**config.mk**
```make
export PLATFORM = sky130hd
export DESIGN_NAME = mux_bus_seq
export DESIGN_NICKNAME = d
export VERILOG_FILES = /design/src/rtl/mbs_pkg.sv /design/src/rtl/mbs_ready_merge.sv /design/src/rtl/mbs_cycle_fsm.sv /design/src/rtl/mux_bus_seq.sv
export SDC_FILE = /design/constraint.sdc
export NUM_CORES = 1
export LEC_CHECK = 0
export BUFFER_PORTS_ARGS = -buffer_cell sky130_fd_sc_hd__buf_2
export CAP_MARGIN = 30
export CELL_PAD_IN_SITES_DETAIL_PLACEMENT = 1
export CELL_PAD_IN_SITES_GLOBAL_PLACEMENT = 1
export CORE_ASPECT_RATIO = 1.2
export CORE_MARGIN = 2
export CORE_UTILIZATION = 37
export CTS_CLUSTER_DIAMETER = 40
export DETAILED_ROUTE_END_ITERATION = 8
export PLACE_DENSITY_LB_ADDON = 0.1
export SLEW_MARGIN = 20
export SYNTH_ARGS = -nofsm -noshare
export SYNTH_HDL_FRONTEND = slang
export SYNTH_HIERARCHICAL = 1
export SYNTH_SLANG_ARGS = --single-unit
```
**constraint.sdc**
```tcl
create_clock -name clk -period 1.8 [get_ports clk]
set_input_delay 0.09 -clock clk [delete_from_list [all_inputs] [get_ports clk]]
set_output_delay 0.09 -clock clk [all_outputs]
set_load 0.005 [all_outputs]
```
**src/rtl/mbs_pkg.sv**
```systemverilog
`timescale 1ns/1ps
package mbs_pkg;

    typedef enum logic [2:0] {
        CK_INTA    = 3'b000,
        CK_IORD    = 3'b001,
        CK_IOWR    = 3'b010,
        CK_HALT    = 3'b011,
        CK_FETCH   = 3'b100,
        CK_MEMRD   = 3'b101,
        CK_MEMWR   = 3'b110,
        CK_PASSIVE = 3'b111
    } cyc_kind_t;

    typedef enum logic [2:0] {
        PH_IDLE,
        PH_T1,
        PH_T2,
        PH_T3,
        PH_T4,
        PH_HOLD
    } phase_t;

    function automatic logic kind_writes(cyc_kind_t k);
        return (k == CK_IOWR) || (k == CK_MEMWR);
    endfunction

    function automatic logic kind_reads(cyc_kind_t k);
        return (k == CK_INTA) || (k == CK_IORD) || (k == CK_FETCH) || (k == CK_MEMRD);
    endfunction

endpackage

```
**src/rtl/mbs_ready_merge.sv**
```systemverilog
`timescale 1ns/1ps
module mbs_ready_merge #(
    parameter int SYNC_STAGES = 2
) (
    input  logic clk,
    input  logic rst_n,
    input  logic srdy_i,
    input  logic ardy_i,
    input  logic cs_done_i,
    output logic go_o
);

    logic [SYNC_STAGES-1:0] chain;

    generate
        if (SYNC_STAGES == 1) begin : g_single
            always_ff @(posedge clk or negedge rst_n) begin
                if (!rst_n) chain <= '0;
                else        chain <= ardy_i;
            end
        end else begin : g_multi
            always_ff @(posedge clk or negedge rst_n) begin
                if (!rst_n) chain <= '0;
                else        chain <= {chain[SYNC_STAGES-2:0], ardy_i};
            end
        end
    endgenerate

    // any one source may end the cycle
    assign go_o = srdy_i | chain[SYNC_STAGES-1] | cs_done_i;

endmodule

```
**src/rtl/mbs_cycle_fsm.sv**
```systemverilog
`timescale 1ns/1ps
module mbs_cycle_fsm
    import mbs_pkg::*;
#(
    parameter int ADDR_W = 20,
    parameter int DATA_W = 16
) (
    input  logic              clk,
    input  logic              rst_n,
    input  logic              req_valid_i,
    input  logic [2:0]        req_kind_i,
    input  logic [ADDR_W-1:0] req_addr_i,
    input  logic [DATA_W-1:0] req_wdata_i,
    input  logic              req_byte_i,
    input  logic              req_alt_i,
    input  logic              req_rfsh_i,
    input  logic              req_lock_i,
    output logic              req_ready_o,
    output logic [DATA_W-1:0] rdata_o,
    output logic              rdata_valid_o,
    input  logic              go_i,
    input  logic              hold_req_i,
    output logic              hold_ack_o,
    output logic              bus_float_o,
    output logic [DATA_W-1:0] ad_out_o,
    output logic              ad_oe_o,
    input  logic [DATA_W-1:0] ad_in_i,
    output logic [ADDR_W-DATA_W-1:0] a_hi_o,
    output logic              ale_o,
    output logic              rd_n_o,
    output logic              wr_n_o,
    output logic [2:0]        st_o,
    output logic              bhe_n_o,
    output logic              den_n_o,
    output logic              dtr_o
);

    localparam int HI_W = ADDR_W - DATA_W;

    phase_t            phase, phase_nx;
    cyc_kind_t         kind_q;
    logic [ADDR_W-1:0] addr_q;
    logic [DATA_W-1:0] wdata_q;
    logic              byte_q, alt_q, rfsh_q, lock_q;
    logic [DATA_W-1:0] rdata_q;

    logic grant_ok, accept, is_wr, is_rd, is_halt, a0_v, bhe_v, src_v;

    assign grant_ok = hold_req_i && !lock_q;
    assign accept   = (phase == PH_IDLE) && req_valid_i && !grant_ok;
    assign is_wr    = kind_writes(kind_q);
    assign is_rd    = kind_reads(kind_q);
    assign is_halt  = (kind_q == CK_HALT);
    assign a0_v     = rfsh_q | (byte_q & addr_q[0]);
    assign bhe_v    = rfsh_q | (byte_q & ~addr_q[0]);
    assign src_v    = alt_q | rfsh_q;

    // next-state decode
    always_comb begin
        phase_nx = phase;
        unique case (phase)
            PH_IDLE: begin
                if (grant_ok)         phase_nx = PH_HOLD;
                else if (req_valid_i) phase_nx = PH_T1;
            end
            PH_T1:   phase_nx = PH_T2;
            PH_T2:   phase_nx = PH_T3;
            PH_T3:   if (go_i || is_halt) phase_nx = PH_T4;
            PH_T4:   phase_nx = PH_IDLE;
            PH_HOLD: if (!hold_req_i) phase_nx = PH_IDLE;
            default: phase_nx = PH_IDLE;
        endcase
    end

    // state register and request capture
    always_ff @(posedge clk or negedge rst_n) begin
        if (!rst_n) begin
            phase   <= PH_IDLE;
            kind_q  <= CK_PASSIVE;
            addr_q  <= '0;
            wdata_q <= '0;
            byte_q  <= 1'b0;
            alt_q   <= 1'b0;
            rfsh_q  <= 1'b0;
            lock_q  <= 1'b0;
            rdata_q <= '0;
        end else begin
            phase <= phase_nx;
            if (accept) begin
                kind_q  <= cyc_kind_t'(req_kind_i);
                addr_q  <= req_addr_i;
                wdata_q <= req_wdata_i;
                byte_q  <= req_byte_i;
                alt_q   <= req_alt_i;
                rfsh_q  <= req_rfsh_i;
                lock_q  <= req_lock_i;
            end
            if ((phase == PH_T3) && go_i && is_rd)
                rdata_q <= ad_in_i;
        end
    end

    // outputs decoded from the state
    always_comb begin
        req_ready_o   = 1'b0;
        hold_ack_o    = 1'b0;
        bus_float_o   = 1'b0;
        ad_out_o      = '0;
        ad_oe_o       = 1'b0;
        a_hi_o        = '0;
        ale_o         = 1'b0;
        rd_n_o        = 1'b1;
        wr_n_o        = 1'b1;
        st_o          = CK_PASSIVE;
        bhe_n_o       = 1'b1;
        den_n_o       = 1'b1;
        dtr_o         = 1'b0;
        rdata_valid_o = 1'b0;
        unique case (phase)
            PH_IDLE: begin
                req_ready_o = !grant_ok;
            end
            PH_T1: begin
                ale_o    = 1'b1;
                st_o     = kind_q;
                ad_oe_o  = 1'b1;
                ad_out_o = {addr_q[DATA_W-1:1], a0_v};
                a_hi_o   = addr_q[ADDR_W-1:DATA_W];
                bhe_n_o  = bhe_v;
                dtr_o    = is_wr;
            end
            PH_T2, PH_T3: begin
                st_o    = kind_q;
                a_hi_o  = {src_v, {(HI_W-1){1'b0}}};
                bhe_n_o = bhe_v;
                dtr_o   = is_wr;
                if (is_wr) begin
                    wr_n_o   = 1'b0;
                    den_n_o  = 1'b0;
                    ad_oe_o  = 1'b1;
                    ad_out_o = wdata_q;
                end else if (is_rd) begin
                    rd_n_o  = 1'b0;
                    den_n_o = 1'b0;
                end
            end
            PH_T4: begin
                a_hi_o        = {src_v, {(HI_W-1){1'b0}}};
                bhe_n_o       = bhe_v;
                dtr_o         = is_wr;
                rdata_valid_o = is_rd;
                if (is_wr) begin
                    ad_oe_o  = 1'b1;
                    ad_out_o = wdata_q;
                end
            end
            PH_HOLD: begin
                hold_ack_o  = 1'b1;
                bus_float_o = 1'b1;
            end
            default: ;
        endcase
    end

    assign rdata_o = rdata_q;


    ale_pulse_chk: assert property (@(posedge clk) disable iff (!rst_n)
        ale_o |=> !ale_o);


    ale_from_idle_chk: assert property (@(posedge clk) disable iff (!rst_n)
        ale_o |-> ($past(st_o) == 3'b111));


    rd_after_ale_chk: assert property (@(posedge clk) disable iff (!rst_n)
        $fell(rd_n_o) |-> $past(ale_o));


    wr_after_ale_chk: assert property (@(posedge clk) disable iff (!rst_n)
        $fell(wr_n_o) |-> $past(ale_o));


    grant_needs_req_chk: assert property (@(posedge clk) disable iff (!rst_n)
        $rose(hold_ack_o) |-> $past(hold_req_i));


    grant_unlocked_chk: assert property (@(posedge clk) disable iff (!rst_n)
        $rose(hold_ack_o) |-> !$past(lock_q));

endmodule

```
**src/rtl/mux_bus_seq.sv**
```systemverilog
`timescale 1ns/1ps
module mux_bus_seq #(
    parameter int ADDR_W      = 20,
    parameter int DATA_W      = 16,
    parameter int SYNC_STAGES = 2
) (
    input  logic              clk,
    input  logic              rst_n,
    input  logic              req_valid,
    input  logic [2:0]        req_kind,
    input  logic [ADDR_W-1:0] req_addr,
    input  logic [DATA_W-1:0] req_wdata,
    input  logic              req_byte,
    input  logic              req_alt_src,
    input  logic              req_refresh,
    input  logic              req_lock,
    output logic              req_ready,
    output logic [DATA_W-1:0] rdata,
    output logic              rdata_valid,
    input  logic              srdy,
    input  logic              ardy,
    input  logic              cs_auto_done,
    input  logic              hold_req,
    output logic              hold_ack,
    output logic              bus_float,
    output logic [DATA_W-1:0] ad_out,
    output logic              ad_oe,
    input  logic [DATA_W-1:0] ad_in,
    output logic [ADDR_W-DATA_W-1:0] a_hi,
    output logic              ale,
    output logic              rd_n,
    output logic              wr_n,
    output logic [2:0]        st,
    output logic              bhe_n,
    output logic              den_n,
    output logic              dtr
);

    logic go;

    mbs_ready_merge #(.SYNC_STAGES(SYNC_STAGES)) u_ready (
        .clk       (clk),
        .rst_n     (rst_n),
        .srdy_i    (srdy),
        .ardy_i    (ardy),
        .cs_done_i (cs_auto_done),
        .go_o      (go)
    );

    mbs_cycle_fsm #(.ADDR_W(ADDR_W), .DATA_W(DATA_W)) u_fsm (
        .clk           (clk),
        .rst_n         (rst_n),
        .req_valid_i   (req_valid),
        .req_kind_i    (req_kind),
        .req_addr_i    (req_addr),
        .req_wdata_i   (req_wdata),
        .req_byte_i    (req_byte),
        .req_alt_i     (req_alt_src),
        .req_rfsh_i    (req_refresh),
        .req_lock_i    (req_lock),
        .req_ready_o   (req_ready),
        .rdata_o       (rdata),
        .rdata_valid_o (rdata_valid),
        .go_i          (go),
        .hold_req_i    (hold_req),
        .hold_ack_o    (hold_ack),
        .bus_float_o   (bus_float),
        .ad_out_o      (ad_out),
        .ad_oe_o       (ad_oe),
        .ad_in_i       (ad_in),
        .a_hi_o        (a_hi),
        .ale_o         (ale),
        .rd_n_o        (rd_n),
        .wr_n_o        (wr_n),
        .st_o          (st),
        .bhe_n_o       (bhe_n),
        .den_n_o       (den_n),
        .dtr_o         (dtr)
    );

endmodule

```
Word level (Yosys, flattened, before mapping). Cells that the tools add are included.

Add/subtract/negate cells: 0. $mul: 0. Divide/modulo/power cells: 0. Order comparisons: 0. Equal/unequal tests: 14. Shifts and indexed selects: 0. Multiplexer cells: 24. Bitwise operators: 8. Reduce and logical (&&, ||, !) cells: 19.

Operator list (count): 16-bit one-hot mux with 2 select lines (1); 16-bit two-way mux (1); 3-bit == test (second input constant) (5); 3-bit two-way mux (5); 3-bit one-hot mux with 5 select lines (1); 1-bit two-way mux (14); 3-bit by 2-bit == test with 1-bit output (second input constant) (4); 4-bit one-hot mux with 2 select lines (1); 3-bit by 1-bit == test with 1-bit output (second input constant) (2); 3-bit zero test (2); 3-bit OR reduction (2); 1-bit logical AND (5); 1-bit logical OR (5); 1-bit bitwise OR (5); 4-bit OR reduction (1); 3-bit by 2-bit != test with 1-bit output (second input constant) (1); 3-bit AND reduction (1); 1-bit AND (2); 1-bit zero test (2); 2-bit by 1-bit != test with 1-bit output (second input constant) (1); 2-bit != test (second input constant) (1); 1-bit one-hot mux with 2 select lines (1); 2-bit OR reduction (1); 1-bit NOT (1).

Flip-flop bits (word level): 64. Latch bits: 0. Memory bits (writable): 0. Memory bits (read-only): 0. Logic and storage cells: 75. Memories kept: 0.

Depth between registers and ports, before layout. Gate-level depths: netlist of run 1.

Depth in word-level cells: 7. Depth in mapped cells: 6.

Cells and area by module. Netlist of run 1, hierarchy kept.

By module, submodules not included: mbs_cycle_fsm (times used 1, cells each 204, area an instance 2803.9 um^2, seq. area each 1555.2 um^2); mbs_ready_merge (times used 1, cells each 3, area an instance 56.3 um^2, seq. area each 50.0 um^2).

Worst setup path before layout of run 1. Ideal clock, no wire load.

Path type: reg2reg. From: register u_fsm.phase[2]. To: register u_fsm.rdata_q[10], in the netlist u_fsm/rdata_o[10]. Setup time: 0.127 ns. Data arrival time: 1.444 ns. Data required time: 1.673 ns. Setup slack: 0.229 ns. Cell stages (with the launch flop): 5. Buffers on the path: 1. Clock period less this slack: 1.571 ns. Cell sequence: dfrtp_1 > nand2b_2 > nor3_4 > buf_6 > mux2_1.

Word-level cells in the longest chain between the ends: 3.

Ends and longest elaborated chain: from (decl) (RTL line mbs_cycle_fsm.sv:40) `phase_t phase, phase_nx;`; from (signal assigned) (RTL line mbs_cycle_fsm.sv:88) `phase <= phase_nx;`; 3-bit by 2-bit == test with 1-bit output (RTL line mbs_cycle_fsm.sv:98) `if ((phase == PH_T3) && go_i && is_rd)`; 1-bit logical AND (2 in series) (RTL line mbs_cycle_fsm.sv:98); to (signal assigned) (RTL line mbs_cycle_fsm.sv:99) `rdata_q <= ad_in_i;`; to (decl) (RTL line mbs_cycle_fsm.sv:45) `logic [DATA_W-1:0] rdata_q;`.

No other way between the ends. A chain may end at the register's enable or synchronous reset.

Worst setup path in the final report of run 1.
From: register u_fsm.phase[2]. To: output port ad_out[8].

Word-level cells in the longest chain between the ends: 3.

Ends and longest elaborated chain: 3-bit == test / 3-bit by 2-bit == test with 1-bit output (equally long branches) (RTL line mbs_cycle_fsm.sv:119) `unique case (phase)`; 3-bit OR reduction (no line); 16-bit one-hot mux with 2 select lines * (RTL line mbs_cycle_fsm.sv:119); to (decl) (RTL line mux_bus_seq.sv:26) `output logic [DATA_W-1:0] ad_out,`.

Mark *: on every way between the ends. The rest lies on a longest branch, timed or not.

==> metrics.yaml, run 1 <==
clock_network:
  cts-buffers-inserted: 9
  worstSkewPairLatency_ns: 0.34
  cts_root_buf: "clkbuf_8"
  tritoncts: "done"
  cts.reportedPaths.clkPinSlew_ns: 0.07
  clock_sinks: 64
  clock_path_buffers: 2
  h-tree-depth: 3
synth:
  synth_edf_count: 0
  synth.ff_latch_count: 64
  syn_inst: 207
  synth-seq-area-share_pct: 56.1
  syn-cell-area_um2: 2860
  synth_flop_cell: "dfrtp_1"
  yosys.area.top_type_share_pct: 53.4
  synth_cell_type_count: 37
  synthTopCellsByArea: "dfrtp_1 53%, mux2_1 23%, a22o_1 4.9%, dfstp_2 2.8%, buf_2 1.2%"
  yosysWarnings: 6
  yosys.area.top_type: "dfrtp_1"
  async_flop_share_pct: 100
  synth_nets: 273
  syn_avg_cell_area_um2: 13.8
routing:
  drt-met1-wl_um: 3070
  vias: 2392
  wl_met2_um: 4300
  ant_nets: 0
  drt_wl_total_um: 7820
  drc: 0
  wl_per_cell_um: 16.0
  vias_per_cell: 4.89
  drt_iter0_markers: 85
  first_pass_iters: 4
  met3_length_um: 304
  topRoutingLayerUsed: "met4"
timing:
  fin_hold_ws_ns: 0.163
  tightest_slew_ns: 0.359
  slew_headroom_pct: 76.1
  setup_viol: 17
  final_hold_viol_count: 0
  finalSetupTns_ns: -0.983
  skew_ns: 0.0110
  max_freq_mhz: 535
  drv_slew: 0
  fin_ws_ns: -0.0695
  period_needed_ns: 1.87
  rsz0062_at_grt: "yes"
  period_share_pct: 104
global_routing:
  grt_antenna_before_repair: 0
  grt_pass1_vias: 2608
  track_usage_pct: 19.6
  grt_max_degree: 65
  grt-ovfl-total: 0
  grt_pass1_wl_um: 12900
floorplan:
  dieArea_um2: 8450
  die_h_um: 100
  core_um2: 7580
  placementRows: 35
  chipWidth_um: 84.3
  start_util_pct: 37.8
  ioPinCount: 116
placed_design:
  place_ws_ns: 0.159
  io_buffers: 115
  routabilityCongestion: 0.723
  place_area_um2: 3580
  dp.final_hpwl_um: 4910
  dp.cells: 409
layout:
  n_fill_cell: 826
  area_delta_synth_final_pct: 54.3
  drive_gt1_share_pct: 39.3
  diodes: 0
  stdcell_count: 489
  nets: 458
  final_area_um2: 4410
critical_path:
  slowest_stage: "or3b_4"
  cp.arrival_ns: 1.78
  cp_max_fo: 17
  endpoint_kind: "primary output"
  worst-path-buf-inv: 2
  cp_slowest_stage_delay_ns: 0.43
  crit_path_cell_trace: "or3b_4, a21oi_4, buf_12, a22o_1, buf_2"
  critPathRequiredTime_ns: 1.71
  crit_type: "reg -> out"
  start_kind: "flop"
  crit_family: "simple AND/OR/NAND/NOR gates"
power:
  cellPowerDensity_nw_per_um2: 1490
  peakVddDrop_mv: 0.728
  p_leak_uw: 0.00213
flow_run:
  maxCapViolCount: 0
min_path:
  hold_class: "in -> reg"
run_status:
  run_status: "complete, but fails checks"
  violations: "setup timing"
==> synth_stat cells (all sizes together), types with 2 or more instances <==
| cell type | number |
|---|---|
| clkbuf | 3 |
| dfstp | 3 |
| nand2 | 7 |
| and3 | 4 |
| mux2 | 60 |
| buf | 11 |
| nand3b | 2 |
| or3 | 4 |
| a21oi | 2 |
| nor2b | 2 |
| nand2b | 5 |
| a22o | 16 |
| or2 | 3 |
| a31oi | 2 |
| dfrtp | 61 |
| nor2 | 8 |
| and2 | 2 |
==> metrics by stage <==
stage                     util [%]  power (uW)
after floorplan                  -        4120
after detailed placement      47.3        5210
final                         58.3        6560
after global placement        47.3        5130
after global routing          58.3        7060
after CTS                     58.2        6610
==> cell families after synthesis <==
family | share of synthesized area [%]
AOI/OAI and AO/OA | 7.52
xor gates and xnor gates | 0.306
buffers and inverters | 3.19
DFF | 56.1
muxes | 23.6
and+or+nand+nor | 9.23
==> routing by layer <==
layer | track usage (%) | up-vias
li1 | - | 1107
met1 | 22.8 | 1204
met2 | 35.1 | 65
met3 | 4.52 | 16
met4 | 7.32 | 0
met5 | 0 | -
==> area by class of cell <==
| type | instances | area, um2 | area share [%] |
|---|---|---|---|
| tap | 92 | 115 | 2.61 |
| timing repair buffer | 188 | 1330 | 30.1 |
| sequential | 64 | 1610 | 36.4 |
| clock inverter | 6 | 60.1 | 1.36 |
| clock buffer | 10 | 128 | 2.89 |
| inverter | 1 | 3.75 | 0.0850 |
| multi-input combinational | 128 | 1170 | 26.5 |
==> layout by cell type, fill, tap and decap left out, types with 2 or more instances in the layout <==
master / n
nor2b_1: 2
buf_12: 4
nand2b_1: 4
dfrtp_1: 60
nand2_1: 7
clkbuf_8: 9
mux2_1: 59
nor2_1: 6
a22o_1: 16
dlygate4sd3_1: 61
nand3b_1: 2
clkinv_2: 3
or2_2: 2
nor2_4: 2
buf_4: 7
buf_2: 115
a31oi_1: 2
clkinvlp_4: 2
or3_1: 4
dfstp_2: 3
and3_1: 4
==> repair_timing <==
item / in CTS / in global routing
setup endpoints to repair: 18 / 19
setup buffers: 3 / 0
gates resized for setup: 2 / 2
hold buffers: 61 / 0
hold endpoints to repair: 121 / 0
pin swaps: 0 / 1
==> worst register-to-register path: stages (launching register included) <==
cell and delay (ns):
dfrtp_2 0.45, buf_4 0.15, nand2b_2 0.23, nor3_4 0.22, buf_12 0.18, mux2_1 0.34
==> final timing paths <==
path | from | endpoint | slack (ns) | cells past startpoint
min in group asynchronous | rst_n | u_ready/chain[1] | 0.28 | 3
hold reg to reg | u_ready/chain[0] | u_ready/chain[1] | 0.37 | 0
setup / recovery | u_fsm/phase[2] | ad_out[8] | -0.07 | 5
hold / removal | hold_req | u_fsm/phase[0] | 0.16 | 3
max in group asynchronous | rst_n | u_fsm/kind_q[2] | 1.17 | 3
setup reg to reg | u_fsm/phase[2] | u_fsm/rdata_o[5] | 0.12 | 5
==> sequential cells by signal, summed over array words and instances, names as in the netlist <==
signal	cells
u_ready/chain	2
u_fsm/phase	3
u_fsm/byte_q	1
u_fsm/alt_q	1
u_fsm/kind_q	3
u_fsm/rdata_o	16
u_fsm/rfsh_q	1
u_fsm/lock_q	1
u_fsm/wdata_q	16
u_fsm/addr_q	20
==> report_power, final <==
group	switching (uW)	internal (uW)	total, uW
combinational	1230	1520	2760
sequential	411	2180	2590
clock	577	633	1210
total	2220	4340	6560
Power figures use the tool's default switching activity.
==> run 2: changes to the inputs <==
==> constraint.sdc (replaced) <==
create_clock -name clk -period 1.8 [get_ports clk]
set_input_delay 0.09 -clock clk [delete_from_list [all_inputs] [get_ports clk]]
set_output_delay 0.09 -clock clk [all_outputs]
set_load 0.1 [all_outputs]
==> metrics.yaml, run 2 (same netlist as run 1, synthesis figures left out) <==
run_status:
  run_status: "complete, but fails checks"
  violations: "setup timing"
layout:
  drive_gt1_share_pct: 47.9  # +8.6 points
  regMostFlops: "u_fsm/addr_q"
  diodes: 0  # unchanged
  area_delta_synth_final_pct: 77.4
  final_cell_mix: "83 x buf_2, 61 x dlygate4sd3_1, 60 x dfrtp_1, 56 x mux2_1, 31 x buf_12"
  layout_commonest_cell: "buf_2"
  nets: 468  # +2.2%
  stdcell_count: 499  # +2.0%
  largest_reg_flops: 20  # unchanged
flow_run:
  maxCapViolCount: 0  # unchanged
floorplan:
  die_h_um: 100  # unchanged
  dieArea_um2: 8450  # unchanged
  chipWidth_um: 84.3  # unchanged
  start_util_pct: 37.8  # unchanged
  core_um2: 7580  # unchanged
  ioPinCount: 116  # unchanged
  placementRows: 35  # unchanged
timing:
  slew_headroom_pct: 66.8  # -9.3 points
  skew_ns: 0.00771  # -0.00331 ns
  finalSetupTns_ns: -3.22  # -2.24 ns
  final_hold_viol_count: 0  # unchanged
  drv_slew: 0  # unchanged
  rsz0062_at_grt: "yes"
  max_freq_mhz: 493  # -7.8%
  fin_ws_ns: -0.228  # -0.158 ns
  fin_hold_ws_ns: 0.145  # -0.0189 ns
  tightest_slew_ns: 0.501  # +0.143 ns
  period_share_pct: 113  # +8.8 points
  setup_viol: 20  # +3
  period_needed_ns: 2.03  # +0.158 ns
critical_path:
  cp.arrival_ns: 1.94  # +0.16 ns
  slowest_stage: "or3b_4"
  cp_max_fo: 17  # unchanged
  crit_type: "reg -> out"
  critPathRequiredTime_ns: 1.71  # about the same
  start_kind: "flop"
  worst-path-buf-inv: 2  # unchanged
  crit_path_cell_trace: "or3b_4, a21oi_4, buf_12, a22o_2, buf_12"
  endpoint_kind: "primary output"
  crit_family: "simple AND/OR/NAND/NOR gates"
  cp_slowest_stage_delay_ns: 0.44  # about the same
  cp_common_cell: "buf_12"
clock_network:
  clock_path_buffers: 2  # unchanged
  cts-buffers-inserted: 9  # unchanged
  h-tree-depth: 3  # unchanged
  clock_sinks: 64  # unchanged
  tritoncts: "done"
  cts_root_buf: "clkbuf_8"
  cts.reportedPaths.clkPinSlew_ns: 0.07  # about the same
  worstSkewPairLatency_ns: 0.35  # about the same
global_routing:
  grt-ovfl-total: 0  # unchanged
  met2_usage_pct: 43.9  # +8.8 points
  grt_pass1_vias: 2796  # +7.2%
  grt_pass1_wl_um: 14700  # +14%
  grt_max_degree: 36  # -45%
  busiest_layer: "met2"
  track_usage_pct: 22.9  # +3.3 points
  met1_usage_pct: 24.6  # +1.8 points
  grt_use_met3_pct: 5.67  # +1.2 points
  grt_antenna_before_repair: 0  # unchanged
routing:
  drt_iter0_markers: 50  # -41%
  vias_per_cell: 4.95  # +1.1%
  wl_per_cell_um: 18.3  # +15%
  first_pass_iters: 4  # unchanged
  ant_nets: 0  # unchanged
  vias: 2468  # +3.2%
  drt_wl_total_um: 9150  # +17%
  drc: 0  # unchanged
placed_design:
  io_buffers: 115  # unchanged
  dp.cells: 412  # +0.73%
  routabilityCongestion: 0.769  # +6.4%
  place_ws_ns: 0.0747  # -0.0842 ns
  dp.final_hpwl_um: 5660  # +15%
min_path:
  hold_class: "in -> reg"
## run 2: cell types whose count changed in the layout (fill, tap and decap cells not counted), sizes merged
cell    before  now
clkbuf      10   16
buf        127  131
clkinv       3    2
inv          1    2
## run 2: cell type report
| cell class | count | area, um2 |
|---|---|---|
| clock buffer | 10 | 138 |
| clock inverter | 6 | 67.6 |
| fill | 727 | 2500 |
| inverter | 1 | 3.75 |
| multi-input combinational | 128 | 1310 |
| sequential | 64 | 1610 |
| tap | 92 | 115 |
| timing repair buffer | 198 | 1830 |
## run 2: worst paths after layout
check / slack (ns) / to / from / depth (start not counted)
setup / recovery: -0.23 / ad_out[0] / u_fsm/phase[1] / 5
hold reg to reg: 0.36 / u_ready/chain[1] / u_ready/chain[0] / 0
hold / removal: 0.14 / u_fsm/phase[0] / hold_req / 3
min in group asynchronous: 0.21 / u_ready/chain[1] / rst_n / 2
max in group asynchronous: 1.03 / u_fsm/phase[2] / rst_n / 3
setup reg to reg: -0.04 / u_fsm/phase[2] / u_fsm/phase[0] / 6
## run 2: through the flow
stage | instance area [um2] | utilization [%]
6_report | 5070 | 67.0
5_1_grt | 5070 | 67.0
4_1_cts | 5000 | 66.0
3_5_place_dp | 4100 | 54.1
3_3_place_gp | 4100 | 54.1
2_1_floorplan | 2970 | -
## run 2: worst reg2reg max path, cell delays in order (launching register included)
cell and delay (ns):
dfrtp_1 0.40, buf_6 0.14, buf_12 0.12, buf_4 0.15
or4b_1 0.53, a21oi_1 0.20, o221a_1 0.23
## run 2: repair_timing
| item | in CTS | in global routing |
|---|---|---|
| gates cloned | 0 | 0 |
| hold buffers | 61 | 0 |
| resized for setup | 14 | 12 |
| buffers inserted | 5 | 5 |
| pin swaps | 3 | 2 |
| endpoints found under the setup margin | 24 | 58 |
| hold endpoints to repair | 72 | 0 |
## run 2: per-layer routing
layer / share of wire (%) / routed length, um
met5: 0 / 0
met4: 1.5 / 140
met3: 3.9 / 357
met2: 58 / 5320
met1: 36 / 3330
Power of run 2 is not shown: default switching activity piles up to over one toggle a cycle in this logic, so the estimate is an artifact.
==> run 3: changes to the inputs <==
--- a/config.mk
+++ b/config.mk
@@ -11,7 +11,7 @@
 export CELL_PAD_IN_SITES_GLOBAL_PLACEMENT = 1
 export CORE_ASPECT_RATIO = 1.2
 export CORE_MARGIN = 2
-export CORE_UTILIZATION = 37
+export CORE_UTILIZATION = 40
 export CTS_CLUSTER_DIAMETER = 40
 export DETAILED_ROUTE_END_ITERATION = 8
 export PLACE_DENSITY_LB_ADDON = 0.1
==> constraint.sdc (replaced) <==
create_clock -name clk -period 2.5 [get_ports clk]
set_input_delay 0.125 -clock clk [delete_from_list [all_inputs] [get_ports clk]]
set_output_delay 0.125 -clock clk [all_outputs]
set_load 0.1 [all_outputs]
==> metrics.yaml, run 3 (same netlist as run 1, synthesis figures left out) <==
placed_design:
  io_buffers: 115  # unchanged
  dp.final_hpwl_um: 5440  # -3.9%
  routabilityCongestion: 0.745  # -3.1%
timing:
  tightest_slew_ns: 0.581  # +0.0792 ns
  finalSetupTns_ns: 0  # +3.22 ns
  period_needed_ns: 2.16
  rsz0062_at_grt: "no"
  drv_slew: 0  # unchanged
  setup_viol: 0  # -100%
  skew_ns: 0.00650  # -0.00122 ns
  max_freq_mhz: 464
  period_share_pct: 86.3
  slew_headroom_pct: 61.3  # -5.5 points
  final_hold_viol_count: 0  # unchanged
floorplan:
  chipWidth_um: 81.2  # -3.6%
  ioPinCount: 116  # unchanged
  die_h_um: 96.6  # -3.7%
  start_util_pct: 41.5  # +3.7 points
  placementRows: 33  # -5.7%
  dieArea_um2: 7850  # -7.2%
  core_um2: 6900  # -9.0%
clock_network:
  cts.reportedPaths.clkPinSlew_ns: 0.07  # about the same
  h-tree-depth: 3  # unchanged
  clock_sinks: 64  # unchanged
  cts-buffers-inserted: 9  # unchanged
  tritoncts: "done"
  clock_path_buffers: 2  # unchanged
  cts_resized: 0  # -14
  cts_root_buf: "clkbuf_8"
  worstSkewPairLatency_ns: 0.33  # -0.02 ns
critical_path:
  start_kind: "flop"
  cp_max_fo: 17  # unchanged
  cp_common_cell: "buf_12"
  critPathRequiredTime_ns: 2.38  # +0.67 ns
  cp_slowest_stage_delay_ns: 0.51  # +0.07 ns
  reg2reg_depth: 4  # -2
  worst-path-buf-inv: 2  # unchanged
  slowest_stage: "dfrtp_1"
  critical_path_depth: 5  # unchanged
  cp.arrival_ns: 2.03  # +0.09 ns
  crit_path_cell_trace: "or3b_4, a21oi_4, buf_12, a22o_1, buf_12"
  crit_family: "flip-flops"
  endpoint_kind: "primary output"
  crit_type: "reg -> out"
routing:
  drc: 0  # unchanged
  wl_per_cell_um: 16.9  # -7.7%
  drt_wl_total_um: 7460  # -18%
  vias_per_cell: 5.03  # +1.7%
  drt_iter0_markers: 62  # +24%
  first_pass_iters: 4  # unchanged
  ant_nets: 0  # unchanged
  vias: 2218  # -10%
layout:
  layout_commonest_cell: "buf_2"
  nets: 416  # -11%
  drive_gt1_share_pct: 42.1  # -5.8 points
  diodes: 0  # unchanged
  area_delta_synth_final_pct: 47.7
  largest_reg_flops: 20  # unchanged
  regMostFlops: "u_fsm/addr_q"
  final_cell_mix: "97 x buf_2, 61 x dfrtp_1, 59 x mux2_1, 24 x dlygate4sd3_1, 20 x buf_12"
global_routing:
  grt-ovfl-total: 0  # unchanged
  grt_pass1_wl_um: 12200  # -17%
  grt_pass1_vias: 2452  # -12%
  track_usage_pct: 20.4  # -2.5 points
  grt_max_degree: 43  # +19%
  grt_antenna_before_repair: 0  # unchanged
min_path:
  holdPathStages: 2  # -1
  hold_class: "in -> reg"
run_status:
  run_status: "completed"
flow_run:
  maxCapViolCount: 0  # unchanged
run 3: cell count changes in the layout (fill, tap and decap cells not counted), moves of 6 or more:
cell	change
a22o_1	+16
a22o_2	-6
a22o_4	-10
buf_12	-11
buf_2	+14
buf_4	-10
clkbuf_4	-6
dlygate4sd3_1	-37
run 3: final cells by class:
cell class / instances / area (um2)
well taps: 87 / 109
multi-input cells: 128 / 1170
inverters: 1 / 3.75
fillers: 716 / 2670
clock buffers: 12 / 155
clock inverters: 3 / 17.5
repair buffers: 146 / 1160
flip-flops and latches: 64 / 1610
run 3: metrics by stage:
stage | cell area [um2] | instances | utilization, % | setup slack (ns) | hold WS (ns)
after global routing | 4220 | 441 | 61.3 | 0.267 | 0.00128
after CTS | 4160 | 436 | 60.4 | 0.0669 | 0.0000490
after detailed placement | 3790 | 401 | 55.0 | 0.430 | 0.154
after global placement | 3790 | 401 | 55.0 | 0.506 | 0.155
after floorplan | 2870 | 207 | - | 0.106 | -0.171
final | 4220 | 441 | 61.3 | 0.343 | 0.00919
run 3: worst paths after layout:
| kind | slack (ns) | end | from |
|---|---|---|---|
| hold / removal | 0.009 | u_fsm/wdata_q[6] | req_wdata[6] |
| min in group asynchronous | 0.34 | u_fsm/phase[0] | rst_n |
| setup reg to reg | 0.69 | u_fsm/addr_q[3] | u_fsm/phase[1] |
| hold reg to reg | 0.36 | u_ready/chain[1] | u_ready/chain[0] |
| max in group asynchronous | 1.49 | u_fsm/kind_q[2] | rst_n |
| setup / recovery | 0.34 | ad_out[5] | u_fsm/phase[1] |
run 3: layer usage:
layer / GRT usage, % / part of all wire (%) / wire length [um] / vias to the layer above
met3: 5.50 / 5.0 / 372 / 16
met2: 34.6 / 54 / 4030 / 73
met1: 24.1 / 38 / 2870 / 1102
li1: - / - / - / 1027
met4: 7.69 / 2.5 / 183 / 0
met5: 0 / 0 / 0 / -
run 3: what timing repair did:
action / 4_1_cts / 5_1_grt
hold buffers: 20 / 4
buffers inserted: 0 / 1
hold endpoints to repair: 40 / 4
endpoints found under the setup margin: 0 / 12
Power of run 3 is left out for the same reason.
